$ cat src/rtl/trig_seq_pkg.sv
package trig_seq_pkg;

  typedef enum logic [2:0] {
    ST_IDLE  = 3'd0,
    ST_ONE   = 3'd1,
    ST_TWO   = 3'd2,
    ST_THREE = 3'd3,
    ST_FINAL = 3'd4
  } seq_state_e;

  // working states that own a code register
  localparam int NUM_TABLES = 3;

  // target of channel ch in state cur under code; ST_IDLE means no move
  function automatic seq_state_e route(seq_state_e cur, logic [3:0] code, int ch);
    seq_state_e t;
    t = ST_IDLE;
    if (cur == ST_ONE) begin
      case (code)
        4'b0111: t = (ch == 0) ? ST_FINAL : (ch == 1) ? ST_THREE : ST_IDLE;
        4'b1000: t = (ch == 0) ? ST_TWO   : (ch == 2) ? ST_THREE : ST_IDLE;
        4'b1001: t = (ch == 0) ? ST_FINAL : (ch == 2) ? ST_THREE : ST_IDLE;
        4'b1010: t = (ch == 1) ? ST_TWO   : (ch == 3) ? ST_THREE : ST_IDLE;
        4'b1011: t = (ch == 1) ? ST_FINAL : (ch == 3) ? ST_THREE : ST_IDLE;
        4'b1100: t = (ch <= 2) ? ST_TWO : ST_IDLE;
        default: t = ST_IDLE;
      endcase
    end else if (cur == ST_TWO) begin
      case (code)
        4'b0000: t = ST_ONE;
        4'b0001: t = ST_THREE;
        4'b0010: t = ST_FINAL;
        4'b0011: t = (ch == 3) ? ST_ONE : ST_IDLE;
        4'b0100: t = (ch == 3) ? ST_THREE : ST_IDLE;
        default: t = ST_IDLE;
      endcase
    end
    return t;
  endfunction

endpackage

$ cat src/rtl/trig_seq_regs.sv
module trig_seq_regs
  import trig_seq_pkg::*;
#(
  parameter int DATA_W = 8,
  parameter int CODE_W = 4,
  parameter int BANK_W = 2
) (
  input  logic                                  clk,
  input  logic                                  rst_n,
  input  logic                                  lock,
  input  logic                                  wr,
  input  logic [BANK_W-1:0]                     bank,
  input  logic [DATA_W-1:0]                     wdata,
  output logic [DATA_W-1:0]                     rdata,
  output logic [NUM_TABLES-1:0][CODE_W-1:0]     codes
);

  localparam int PAD_W = DATA_W - CODE_W;

  always_ff @(posedge clk) begin
    if (!rst_n) begin
      codes <= '0;
    end else if (wr && !lock) begin
      for (int g = 0; g < NUM_TABLES; g++) begin
        if (bank == BANK_W'(g)) codes[g] <= wdata[CODE_W-1:0];
      end
    end
  end

  always_comb begin
    rdata = '0;
    for (int g = 0; g < NUM_TABLES; g++) begin
      if (bank == BANK_W'(g)) rdata = {{PAD_W{1'b0}}, codes[g]};
    end
  end


  locked_write_chk: assert property (@(posedge clk) disable iff (!rst_n)
    lock |=> $stable(codes));

endmodule

$ cat src/rtl/trig_seq_route.sv
module trig_seq_route
  import trig_seq_pkg::*;
#(
  parameter int NUM_CH = 4,
  parameter int CODE_W = 4
) (
  input  seq_state_e        cur,
  input  logic [CODE_W-1:0] code,
  input  logic [NUM_CH-1:0] match,
  output seq_state_e        nxt
);

  seq_state_e tgt [NUM_CH];

  for (genvar g = 0; g < NUM_CH; g++) begin : g_ch
    assign tgt[g] = match[g] ? route(cur, code, g) : ST_IDLE;
  end

  always_comb begin
    nxt = ST_IDLE;
    // walk downward so the lowest channel is the last to claim
    for (int i = NUM_CH - 1; i >= 0; i--) begin
      if (tgt[i] != ST_IDLE) nxt = tgt[i];
    end
    // a move to Final outranks every other claim
    for (int i = 0; i < NUM_CH; i++) begin
      if (tgt[i] == ST_FINAL) nxt = ST_FINAL;
    end
  end

endmodule

$ cat src/rtl/trig_seq_fsm.sv
module trig_seq_fsm
  import trig_seq_pkg::*;
(
  input  logic       clk,
  input  logic       rst_n,
  input  logic       arm,
  input  logic       disarm,
  input  seq_state_e nxt,
  output seq_state_e state,
  output logic       final_pulse
);

  always_ff @(posedge clk) begin
    if (!rst_n) begin
      state       <= ST_IDLE;
      final_pulse <= 1'b0;
    end else begin
      final_pulse <= 1'b0;
      if (disarm) begin
        state <= ST_IDLE;
      end else if (state == ST_IDLE) begin
        if (arm) state <= ST_ONE;
      end else if (state != ST_FINAL && nxt != ST_IDLE) begin
        state       <= nxt;
        final_pulse <= (nxt == ST_FINAL);
      end
    end
  end


  disarm_idle_chk: assert property (@(posedge clk) disable iff (!rst_n)
    disarm |=> state == ST_IDLE);

  arm_start_chk: assert property (@(posedge clk) disable iff (!rst_n)
    (state == ST_IDLE && arm && !disarm) |=> state == ST_ONE);

  third_hold_chk: assert property (@(posedge clk) disable iff (!rst_n)
    (state == ST_THREE && !disarm) |=> state == ST_THREE);

  final_hold_chk: assert property (@(posedge clk) disable iff (!rst_n)
    (state == ST_FINAL && !disarm) |=> state == ST_FINAL);

  pulse_entry_chk: assert property (@(posedge clk) disable iff (!rst_n)
    final_pulse |-> (state == ST_FINAL && $past(state) != ST_FINAL));

endmodule

$ cat src/rtl/trig_seq.sv
module trig_seq
  import trig_seq_pkg::*;
#(
  parameter int NUM_CH = 4,
  parameter int CODE_W = 4,
  parameter int DATA_W = 8,
  parameter int BANK_W = 2
) (
  input  logic              clk,
  input  logic              rst_n,
  input  logic              arm,
  input  logic              disarm,
  input  logic [BANK_W-1:0] bank_sel,
  input  logic              reg_wr,
  input  logic [DATA_W-1:0] reg_wdata,
  output logic [DATA_W-1:0] reg_rdata,
  input  logic [NUM_CH-1:0] match,
  output logic [2:0]        state_o,
  output logic              final_pulse
);

  logic [NUM_TABLES-1:0][CODE_W-1:0] codes;
  logic [CODE_W-1:0] cur_code;
  seq_state_e        state;
  seq_state_e        nxt;
  logic              armed;

  assign armed   = (state != ST_IDLE);
  assign state_o = state;

  always_comb begin
    case (state)
      ST_ONE:  cur_code = codes[0];
      ST_TWO:  cur_code = codes[1];
      default: cur_code = codes[2];
    endcase
  end

  trig_seq_regs #(.DATA_W(DATA_W), .CODE_W(CODE_W), .BANK_W(BANK_W)) u_regs (
    .clk(clk), .rst_n(rst_n), .lock(armed), .wr(reg_wr), .bank(bank_sel),
    .wdata(reg_wdata), .rdata(reg_rdata), .codes(codes)
  );

  trig_seq_route #(.NUM_CH(NUM_CH), .CODE_W(CODE_W)) u_route (
    .cur(state), .code(cur_code), .match(match), .nxt(nxt)
  );

  trig_seq_fsm u_fsm (
    .clk(clk), .rst_n(rst_n), .arm(arm), .disarm(disarm), .nxt(nxt),
    .state(state), .final_pulse(final_pulse)
  );

endmodule

$ cat config.mk
export PLATFORM = sky130hd
export DESIGN_NAME = trig_seq
export DESIGN_NICKNAME = d
export VERILOG_FILES = /design/src/rtl/trig_seq_pkg.sv /design/src/rtl/trig_seq_regs.sv /design/src/rtl/trig_seq_route.sv /design/src/rtl/trig_seq_fsm.sv /design/src/rtl/trig_seq.sv
export SDC_FILE = /design/constraint.sdc
export NUM_CORES = 1
export LEC_CHECK = 0
export BUFFER_PORTS_ARGS = -buffer_cell sky130_fd_sc_hd__buf_2
export CAP_MARGIN = 25
export CORE_ASPECT_RATIO = 0.7
export CORE_MARGIN = 2
export CORE_UTILIZATION = 56
export CTS_BUF_LIST = sky130_fd_sc_hd__clkbuf_2 sky130_fd_sc_hd__clkbuf_4 sky130_fd_sc_hd__clkbuf_8
export DETAILED_ROUTE_END_ITERATION = 7
export PLACE_DENSITY_LB_ADDON = 0.2
export SYNTH_ARGS = -nofsm -noshare
export SYNTH_HDL_FRONTEND = slang
export SYNTH_HIERARCHICAL = 1
export SYNTH_SLANG_ARGS = --single-unit
$ cat constraint.sdc
create_clock -name clk -period 3.9 [get_ports clk]
set_clock_uncertainty 0.1 [all_clocks]
set_input_delay 0.78 -clock clk [delete_from_list [all_inputs] [get_ports clk]]
set_output_delay 0.78 -clock clk [all_outputs]
set_load 0.01 [all_outputs]
==> results of run 1 <==
[metal layers]
layer	share of wire	routed length, um	GRT usage	up-vias
li1	-	-	-	652
met1	0.50	1700	0.359	623
met2	0.43	1460	0.344	57
met3	0.063	217	0.0248	7
met4	0.014	49	0.104	0
met5	0	0	0	-
[registers in the layout (all words and copies together) (netlist names)]
register	flops
u_fsm/final_pulse	1
u_regs/codes	12
u_fsm/state	3
[power breakdown]
part	internal, W	switching (W)	leakage [nW]
clock network	0.0000569	0.0000530	0.0210
registers	0.000168	0.00000637	0.130
logic	0.0000335	0.0000464	0.434
[path summary, 6_finish.rpt]
| path | start | to | cells past startpoint | slack [ps] |
|---|---|---|---|---|
| worst max-delay path | u_fsm/state[2] | u_fsm/state[0] | 9 | 460 |
| worst min-delay path | u_regs/codes[6] | u_regs/codes[6] | 2 | 390 |
| worst max register to register | u_fsm/state[2] | u_fsm/state[0] | 9 | 460 |
| worst min register to register | u_regs/codes[6] | u_regs/codes[6] | 2 | 390 |
[placed cells by master, fill, tap and decap left out, types with 2 or more instances in the layout]
cell type  instances
a21oi_1            6
a221oi_2           2
and3_1             2
and3b_2            2
and4bb_1           2
buf_2             22
buf_4              2
clkbuf_4           3
conb_1             4
dfxtp_1           16
inv_1              2
mux2i_1           17
nand2_1           21
nand2b_1           2
nand3_1            2
nand3b_1           3
nor2_1            10
nor2b_1            2
nor3_1             3
nor3b_2            2
nor4_1             2
nor4bb_1           2
o2111ai_1          2
o211ai_1           2
o21a_1             2
o21ai_0            4
o221a_2            4
o2bb2ai_1          4
o32a_1             4
or3b_1             2
[final cells by class]
class | instances | area, sq um | share of cell area
multi-input combinational | 132 | 983 | 0.649
inverter | 2 | 7.51 | 0.00495
clock buffer | 4 | 36.3 | 0.0239
timing repair buffer | 24 | 125 | 0.0826
tap | 34 | 42.5 | 0.0281
sequential | 16 | 320 | 0.211
[cells by family (layout without fill, tap and decap cells)]
| logic type | after synthesis | after routing |
|---|---|---|
| and+or+nand+nor | 68 | 68 |
| AOI/OAI and AO/OA | 43 | 43 |
| buffers and inverters | 18 | 30 |
| muxes | 17 | 17 |
| DFF | 16 | 16 |
| other | 1 | 4 |
[per-stage QoR]
| step | setup WS, ps | total power [W] |
|---|---|---|
| final | 459 | 0.000364 |
| after global routing | 254 | 0.000382 |
| after CTS | 538 | 0.000365 |
| after detailed placement | 575 | 0.000256 |
| after global placement | 573 | 0.000253 |
| after floorplan | 797 | 0.000243 |
[worst reg2reg max path, stage by stage, from the launching register on]
cell and delay, ps:
dfxtp_1 750, inv_1 200, o221a_2 430, and4b_2 270
o31a_1 320, o21a_1 220, a311oi_1 270, o31ai_1 180
or3b_1 420, a221oi_2 210
==> impl_metrics.tcl, run 1 <==
set metrics [dict create \
    die_h_um 46.0 \
    crit_chain "inv_1 -> o221a_2 -> and4b_2 -> o31a_1 -> o21a_1 -> a311oi_1 -> o31ai_1 -> or3b_1 -> a221oi_2" \
    dp.cells 208 \
    ir_worst_vdd_v 0.000247 \
    postRouteAntennaNets 0 \
    synthAdderAreaFrac 0 \
    hold_class "register to register" \
    grt_first_pass_wirelength_um 5330 \
    final_nets 198 \
    io_buffers 22 \
    synth_top_family_by_area "simple AND/OR/NAND/NOR gates" \
    syn_avg_cell_area_sq_um 8.67 \
    seq_area_frac_synth 0.227 \
    timing.final.max_slew_violations 0 \
    path_max_fanout 20 \
    cts_buffer_depth 2 \
    dp.final_hpwl_um 2590 \
    max_slew.worst_pin.slew_ps 654 \
    yosys_register_bits 16 \
    syn_area_sq_mm 0.00141 \
    final.min_clock_period_ps 3440 \
    cp_top_family "compound AO/OA/AOI/OAI gates" \
    grt_pass1_vias 1123 \
    diodes 0 \
    synth_xor_area_frac 0 \
    ys.flop_type "dfxtp_1" \
    netlist_top_cells_count "21 x nand2_1, 17 x mux2i_1, 16 x dfxtp_1" \
    wl_per_cell_um 16.2 \
    synth_edf_count 0 \
    synthDistinctLibCells 55 \
    start_util 0.584 \
    cts-root-buf "clkbuf_4" \
    ctsResizeCount 0 \
    drive_gt1_frac 0.275 \
    core_area_sq_mm 0.00242 \
    status "completed" \
    cap_violations 0 \
    post_dp_cell_area_sq_mm 0.00148 \
    remaining_drc_errors 0 \
    first_iter_violations 139 \
    postCtsHoldBufs 0 \
    die-width_um 64.1 \
    synth_compound_area_frac 0.255 \
    period_share 0.882 \
    hold_viol_final 0 \
    gp_congestion 0.851 \
    vias 1339 \
    cts.clk_slew.worst_paths_ps 90 \
    fillers 211 \
    setup_viol 0 \
    worstPathRequired_ps 4010 \
    overflow 0 \
    worst_ep_arrival_time_ps 3550 \
    antenna_found_initial 0 \
    h-tree-depth 1 \
    synthMuxAreaShare 0.120 \
    cp-end-kind "register" \
    utilization 0.626 \
    io_pins 31 \
    cts_tree "done" \
    synthTopCellsByArea "dfxtp_1 23%, mux2i_1 12%, nand2_1 5.6%, buf_6 3.2%, o221a_2 3.2%" \
    cts_inserted_buffers 3 \
    netlist_instances 163 \
    yosysWarnings 6 \
    num_rows 15 \
    die-area_sq_mm 0.00295 \
    post_cts_buffers 0 \
    worstSetupPathType "register to register" \
    stdcell_area_sq_mm 0.00152 \
    cp-start-kind "register" \
    synthArstFlopShare 0 \
    grt_usage 0.239 \
    path_buf_inv 1 \
    synthSimpleGateAreaFrac 0.310 \
    p_per_area_mw_per_mm2 240 \
    yosys.area.top_type_share 0.227 \
    finalSetupTns_ps 0 \
    slowest_stage "dfxtp_1" \
    syn2layout_area_growth_pct 7.17 \
    grt_max_degree 21 \
    clk_latency_ps 290 \
    clock_sinks 16 \
    detail_route.vias_per_cell 6.32 \
    fin_hold_ws_ps 391 \
    drt-total-wl_um 3430 \
    p_leak_nw 0.585 \
    synth_top_cell_by_area "dfxtp_1" \
    drt_pre_antenna_iters 4 \
    yosysMostFrequentCell "nand2_1" \
    max_stage_delay_ps 750 \
    final-instance-count-excl-fill 212 \
    fmax_mhz 291 \
    rsz0062_at_grt "false" \
    slew_headroom 0.564 \
]
Note: power is estimated with default switching activity, not from simulation.
==> inputs of run 2 (changes only) <==
--- a/config.mk
+++ b/config.mk
@@ -13,6 +13,7 @@
 export CTS_BUF_LIST = sky130_fd_sc_hd__clkbuf_2 sky130_fd_sc_hd__clkbuf_4 sky130_fd_sc_hd__clkbuf_8
 export DETAILED_ROUTE_END_ITERATION = 7
 export PLACE_DENSITY_LB_ADDON = 0.2
+export RECOVER_POWER = 50
 export SYNTH_ARGS = -nofsm -noshare
 export SYNTH_HDL_FRONTEND = slang
 export SYNTH_HIERARCHICAL = 1
==> run 2 against run 1 <==
Sequential share of layout area rose by 0.25 points. Non-clock buffer count did not move. Sequential power barely moved. Cell area fell by 1.2%. Die area did not move. Critical path depth did not move. Global-route usage did not move. Via count fell by 0.52%.
==> impl_metrics.tcl, run 2 (synthesized netlist as in run 1, its figures left out) <==
set metrics [dict create \
    slew_headroom 0.210 \
    final_cell_mix "21 x nand2_1, 20 x buf_2, 17 x mux2i_1, 16 x dfxtp_1, 10 x nor2_1" \
    stdcell_area_sq_mm 0.00150 \
    status "completed" \
    detail_route.vias_per_cell 6.28 \
    final_nets 198 \
    slowest_stage "dfxtp_1" \
    path_buf_inv 1 \
    grt_first_pass_wirelength_um 5330 \
    cts_inserted_buffers 3 \
    whs_endpoint "u_regs/codes[6]" \
    worstSetupPathType "register to register" \
    post_cts_buffers 0 \
    cts-root-buf "clkbuf_4" \
    first_iter_violations 151 \
    h-tree-depth 1 \
    core_area_sq_mm 0.00242 \
    drive_gt1_frac 0.258 \
    wl_per_cell_um 16.0 \
    hold_viol_final 0 \
    grt_usage 0.239 \
    largest_register_ffs 12 \
    dp.final_hpwl_um 2590 \
    cap_violations 0 \
    crit_chain "inv_1 -> o221a_2 -> and4b_2 -> o31a_1 -> o21a_1 -> a311oi_1 -> o31ai_1 -> or3b_1 -> a221oi_2" \
    final.min_clock_period_ps 3430 \
    seqPwrFrac 0.481 \
    cts.clk_slew.worst_paths_ps 90 \
    min_from "u_regs/codes[6]" \
    period_share 0.880 \
    io_buffers 22 \
    p_sw_frac 0.290 \
    switchingPower_w 0.000105 \
    timing.final.max_slew_violations 0 \
    critPathLaunch "u_fsm/state[2]" \
    gp_congestion 0.851 \
    internal_power_w 0.000258 \
    rr_worst_depth 9 \
    largest_registers "u_regs/codes x12, u_fsm/state x3, u_fsm/final_pulse x1" \
    cp_top_family "compound AO/OA/AOI/OAI gates" \
    layout_commonest_cell "nand2_1" \
    path_max_fanout 20 \
    worstPathRequired_ps 4010 \
    ir_worst_vdd_v 0.000247 \
    clk_latency_ps 290 \
    worstHoldPathCells 2 \
    grt_pass1_vias 1123 \
    ctsResizeCount 0 \
    num_rows 15 \
    max_stage_delay_ps 740 \
    p_leak_nw 0.570 \
    postRouteAntennaNets 0 \
    die-width_um 64.1 \
    start_util 0.584 \
    cp-end-kind "register" \
    overflow 0 \
    setup_viol 0 \
    max_slew.worst_pin.slew_ps 1170 \
    reg2reg_to "u_fsm/state[0]" \
    syn2layout_area_growth_pct 5.93 \
    worst_ep_arrival_time_ps 3540 \
    regArea_sq_um 320 \
    post_dp_cell_area_sq_mm 0.00148 \
    drt-total-wl_um 3380 \
    cts_tree "done" \
    diodes 0 \
    reg2reg_setup_slack_ps 470 \
    grt_max_degree 21 \
    rsz0062_at_grt "false" \
    regMostFlops "u_regs/codes" \
    die_h_um 46.0 \
    multi_input_area_sq_um 968 \
    die-area_sq_mm 0.00295 \
    r2r-start "u_fsm/state[2]" \
    postCtsHoldBufs 0 \
    remaining_drc_errors 0 \
    hold_class "register to register" \
    fmax_mhz 291 \
    io_pins 31 \
    clock_sinks 16 \
    cp-start-kind "register" \
    finalSetupTns_ps 0 \
    clockPowerShare 0.304 \
    fillers 215 \
    vias 1332 \
    antenna_found_initial 0 \
    p_per_area_mw_per_mm2 242 \
    combPwrFrac 0.215 \
    drt_pre_antenna_iters 4 \
    cts_buffer_depth 2 \
]
[run 2: cell types whose count changed in the layout (fill, tap and decap cells not counted)]
cell      delta
nor4b_1      +1
buf_2        -2
clkbuf_1     +2
nor4b_4      -1
[run 2: tightest hold or removal path, stage by stage, from the launching register on]
cell and delay, ps:
dfxtp_1 330, nand2_1 60, mux2i_1 60
[run 2: layout make-up]
class                           count  share of cell area
Clock buffer                        4              0.0242
Tap cell                           34              0.0284
Inverter                            2             0.00501
Timing Repair Buffer               24              0.0819
Multi-Input combinational cell    132               0.647
Sequential cell                    16               0.214
[run 2: worst max-delay path by stage]
stage	endpoint	slack [ps]	depth (start not counted)
floorplan	u_fsm/state[0]	800	12
global placement	u_fsm/state[0]	570	9
detailed placement	u_fsm/state[0]	580	9
CTS	u_fsm/state[0]	540	9
global route	u_fsm/state[1]	250	9
finish	u_fsm/state[0]	470	9
[run 2: through the flow]
| step | utilization | setup WS, ps | hold slack (ps) | total power, W | std cells |
|---|---|---|---|---|---|
| 2_1_floorplan | - | 797 | 347 | 0.000243 | 166 |
| 3_3_place_gp | 0.611 | 573 | 367 | 0.000253 | 208 |
| 3_5_place_dp | 0.611 | 575 | 378 | 0.000256 | 208 |
| 4_1_cts | 0.626 | 538 | 390 | 0.000365 | 212 |
| 5_1_grt | 0.619 | 254 | 413 | 0.000380 | 212 |
| 6_report | 0.619 | 469 | 391 | 0.000363 | 212 |
[run 2: per-layer routing]
metal | wire, um | global-route usage | vias up
met5 | 0 | 0 | -
met4 | 32 | 0.104 | 0
met3 | 202 | 0.0248 | 5
met2 | 1480 | 0.344 | 63
met1 | 1670 | 0.359 | 613
li1 | - | - | 651
[run 2: power by group through the flow]
stage / sequential [W] / combinational (W) / clock (W)
detailed placement: 0.000178 / 0.0000781 / 0
global placement: 0.000178 / 0.0000747 / 0
floorplan: 0.000177 / 0.0000657 / 0
finish: 0.000174 / 0.0000779 / 0.000110
global route: 0.000175 / 0.0000846 / 0.000120
CTS: 0.000174 / 0.0000785 / 0.000112
==> inputs of run 3 (changes only) <==
--- a/config.mk
+++ b/config.mk
@@ -5,9 +5,9 @@
 export SDC_FILE = /design/constraint.sdc
 export NUM_CORES = 1
 export LEC_CHECK = 0
+export ABC_CLOCK_PERIOD_IN_PS = 3900
 export BUFFER_PORTS_ARGS = -buffer_cell sky130_fd_sc_hd__buf_2
 export CAP_MARGIN = 25
-export CORE_ASPECT_RATIO = 0.7
 export CORE_MARGIN = 2
 export CORE_UTILIZATION = 56
 export CTS_BUF_LIST = sky130_fd_sc_hd__clkbuf_2 sky130_fd_sc_hd__clkbuf_4 sky130_fd_sc_hd__clkbuf_8
==> run 3 against run 2 <==
Non-clock buffer count is 1 higher. Fmax up 1.8%. Cell area unchanged. Sequential power is essentially flat. Critical path type unchanged. Critical endpoint unchanged. Largest cell class unchanged.
==> impl_metrics.tcl, run 3 (synthesized netlist as in run 1, its figures left out) <==
set metrics [dict create \
    cp-start-kind "register" \
    max_slew.worst_pin.slew_ps 1220 \
    die-width_um 54.2 \
    cp-end-kind "register" \
    p_leak_nw 0.575 \
    wl_per_cell_um 16.0 \
    grt_util_met2 0.460 \
    io_buffers 22 \
    grt_usage 0.261 \
    final.min_clock_period_ps 3370 \
    hold_class "register to register" \
    cts_inserted_buffers 3 \
    antenna_found_initial 0 \
    grt-busiest-layer "met2" \
    finalSetupTns_ps 0 \
    ctsResizeCount 0 \
    met1_usage 0.310 \
    dp.cells 205 \
    grt_max_degree 19 \
    worstSetupPathType "register to register" \
    core_area_sq_mm 0.00243 \
    cts_tree "done" \
    timing.final.max_slew_violations 0 \
    worst_ep_arrival_time_ps 3480 \
    fillers 221 \
    use_met3 0.0328 \
    largest_registers "u_regs/codes x12, u_fsm/state x3, u_fsm/final_pulse x1" \
    dp.final_hpwl_um 2520 \
    h-tree-depth 1 \
    hold_viol_final 0 \
    die-area_sq_mm 0.00294 \
    gp_congestion 0.878 \
    postCtsHoldBufs 0 \
    rsz0062_at_grt "false" \
    final_nets 199 \
    stdcell_area_sq_mm 0.00150 \
    post_dp_cell_area_sq_mm 0.00148 \
    start_util 0.581 \
    clock_sinks 16 \
    num_rows 18 \
    io_pins 31 \
    postRouteAntennaNets 0 \
    setup_viol 0 \
    drt-total-wl_um 3340 \
    diodes 0 \
    final-instance-count-excl-fill 209 \
    final_cell_mix "21 x nand2_1, 21 x buf_2, 17 x mux2i_1, 16 x dfxtp_1, 10 x nor2_1" \
    remaining_drc_errors 0 \
    cts_buffer_depth 2 \
    cts-root-buf "clkbuf_4" \
    first_iter_violations 35 \
    status "completed" \
    regMostFlops "u_regs/codes" \
    ir_worst_vdd_v 0.000285 \
    vias 1365 \
    place_ws_ps 631 \
    drive_gt1_frac 0.263 \
    drt_pre_antenna_iters 4 \
    cts.clk_slew.worst_paths_ps 90 \
    grt_first_pass_wirelength_um 5640 \
    detail_route.vias_per_cell 6.53 \
    cap_violations 0 \
    syn2layout_area_growth_pct 5.93 \
    finalWorstSetupSlack_ps 529 \
    p_per_area_mw_per_mm2 242 \
    period_share 0.864 \
    die_h_um 54.2 \
    worstPathRequired_ps 4010 \
    post_cts_buffers 0 \
    clk_latency_ps 290 \
    overflow 0 \
    slew_headroom 0.175 \
    fmax_mhz 297 \
    grt_pass1_vias 1297 \
    largest_register_ffs 12 \
    path_max_fanout 18 \
    finalPower_w 0.000362 \
]
## run 3: final timing paths
| path | from | end | slack [ps] | depth (start not counted) |
|---|---|---|---|---|
| max | u_fsm/state[0] | u_fsm/state[0] | 530 | 9 |
| min | u_regs/codes[5] | u_regs/codes[5] | 390 | 2 |
| max reg2reg | u_fsm/state[0] | u_fsm/state[0] | 530 | 9 |
| min reg2reg | u_regs/codes[5] | u_regs/codes[5] | 390 | 2 |
## run 3: per-stage QoR
stage | util | hold WS [ps]
after CTS | 0.624 | 389
after global placement | 0.609 | 359
final | 0.616 | 392
after global routing | 0.616 | 413
after floorplan | - | 347
after detailed placement | 0.609 | 377
## run 3: area by class of cell
type | instances | area (sq um) | area share
Clock buffer | 4 | 36.3 | 0.0242
Inverter | 2 | 7.51 | 0.00501
Multi-Input combinational cell | 132 | 968 | 0.647
Sequential cell | 16 | 320 | 0.214
Tap cell | 30 | 37.5 | 0.0251
Timing Repair Buffer | 25 | 128 | 0.0852
## run 3: report_power, final
part / internal, W / switching, W
Combinational: 0.0000323 / 0.0000464
Clock: 0.0000570 / 0.0000528
Sequential: 0.000168 / 0.00000519
## run 3: layer usage
layer | up-vias | part of all wire
met5 | - | 0
met4 | 0 | 0.031
met3 | 14 | 0.056
met2 | 55 | 0.48
met1 | 637 | 0.44
li1 | 659 | -
## run 3: critical path, cell delays in order (launching register included)
cell and delay (ps):
dfxtp_1 370, clkbuf_1 570, o221a_2 440, and4b_2 250, o31a_1 310, o21a_1 210
a311oi_1 230, o31ai_1 180, or3b_1 410, a221oi_2 210
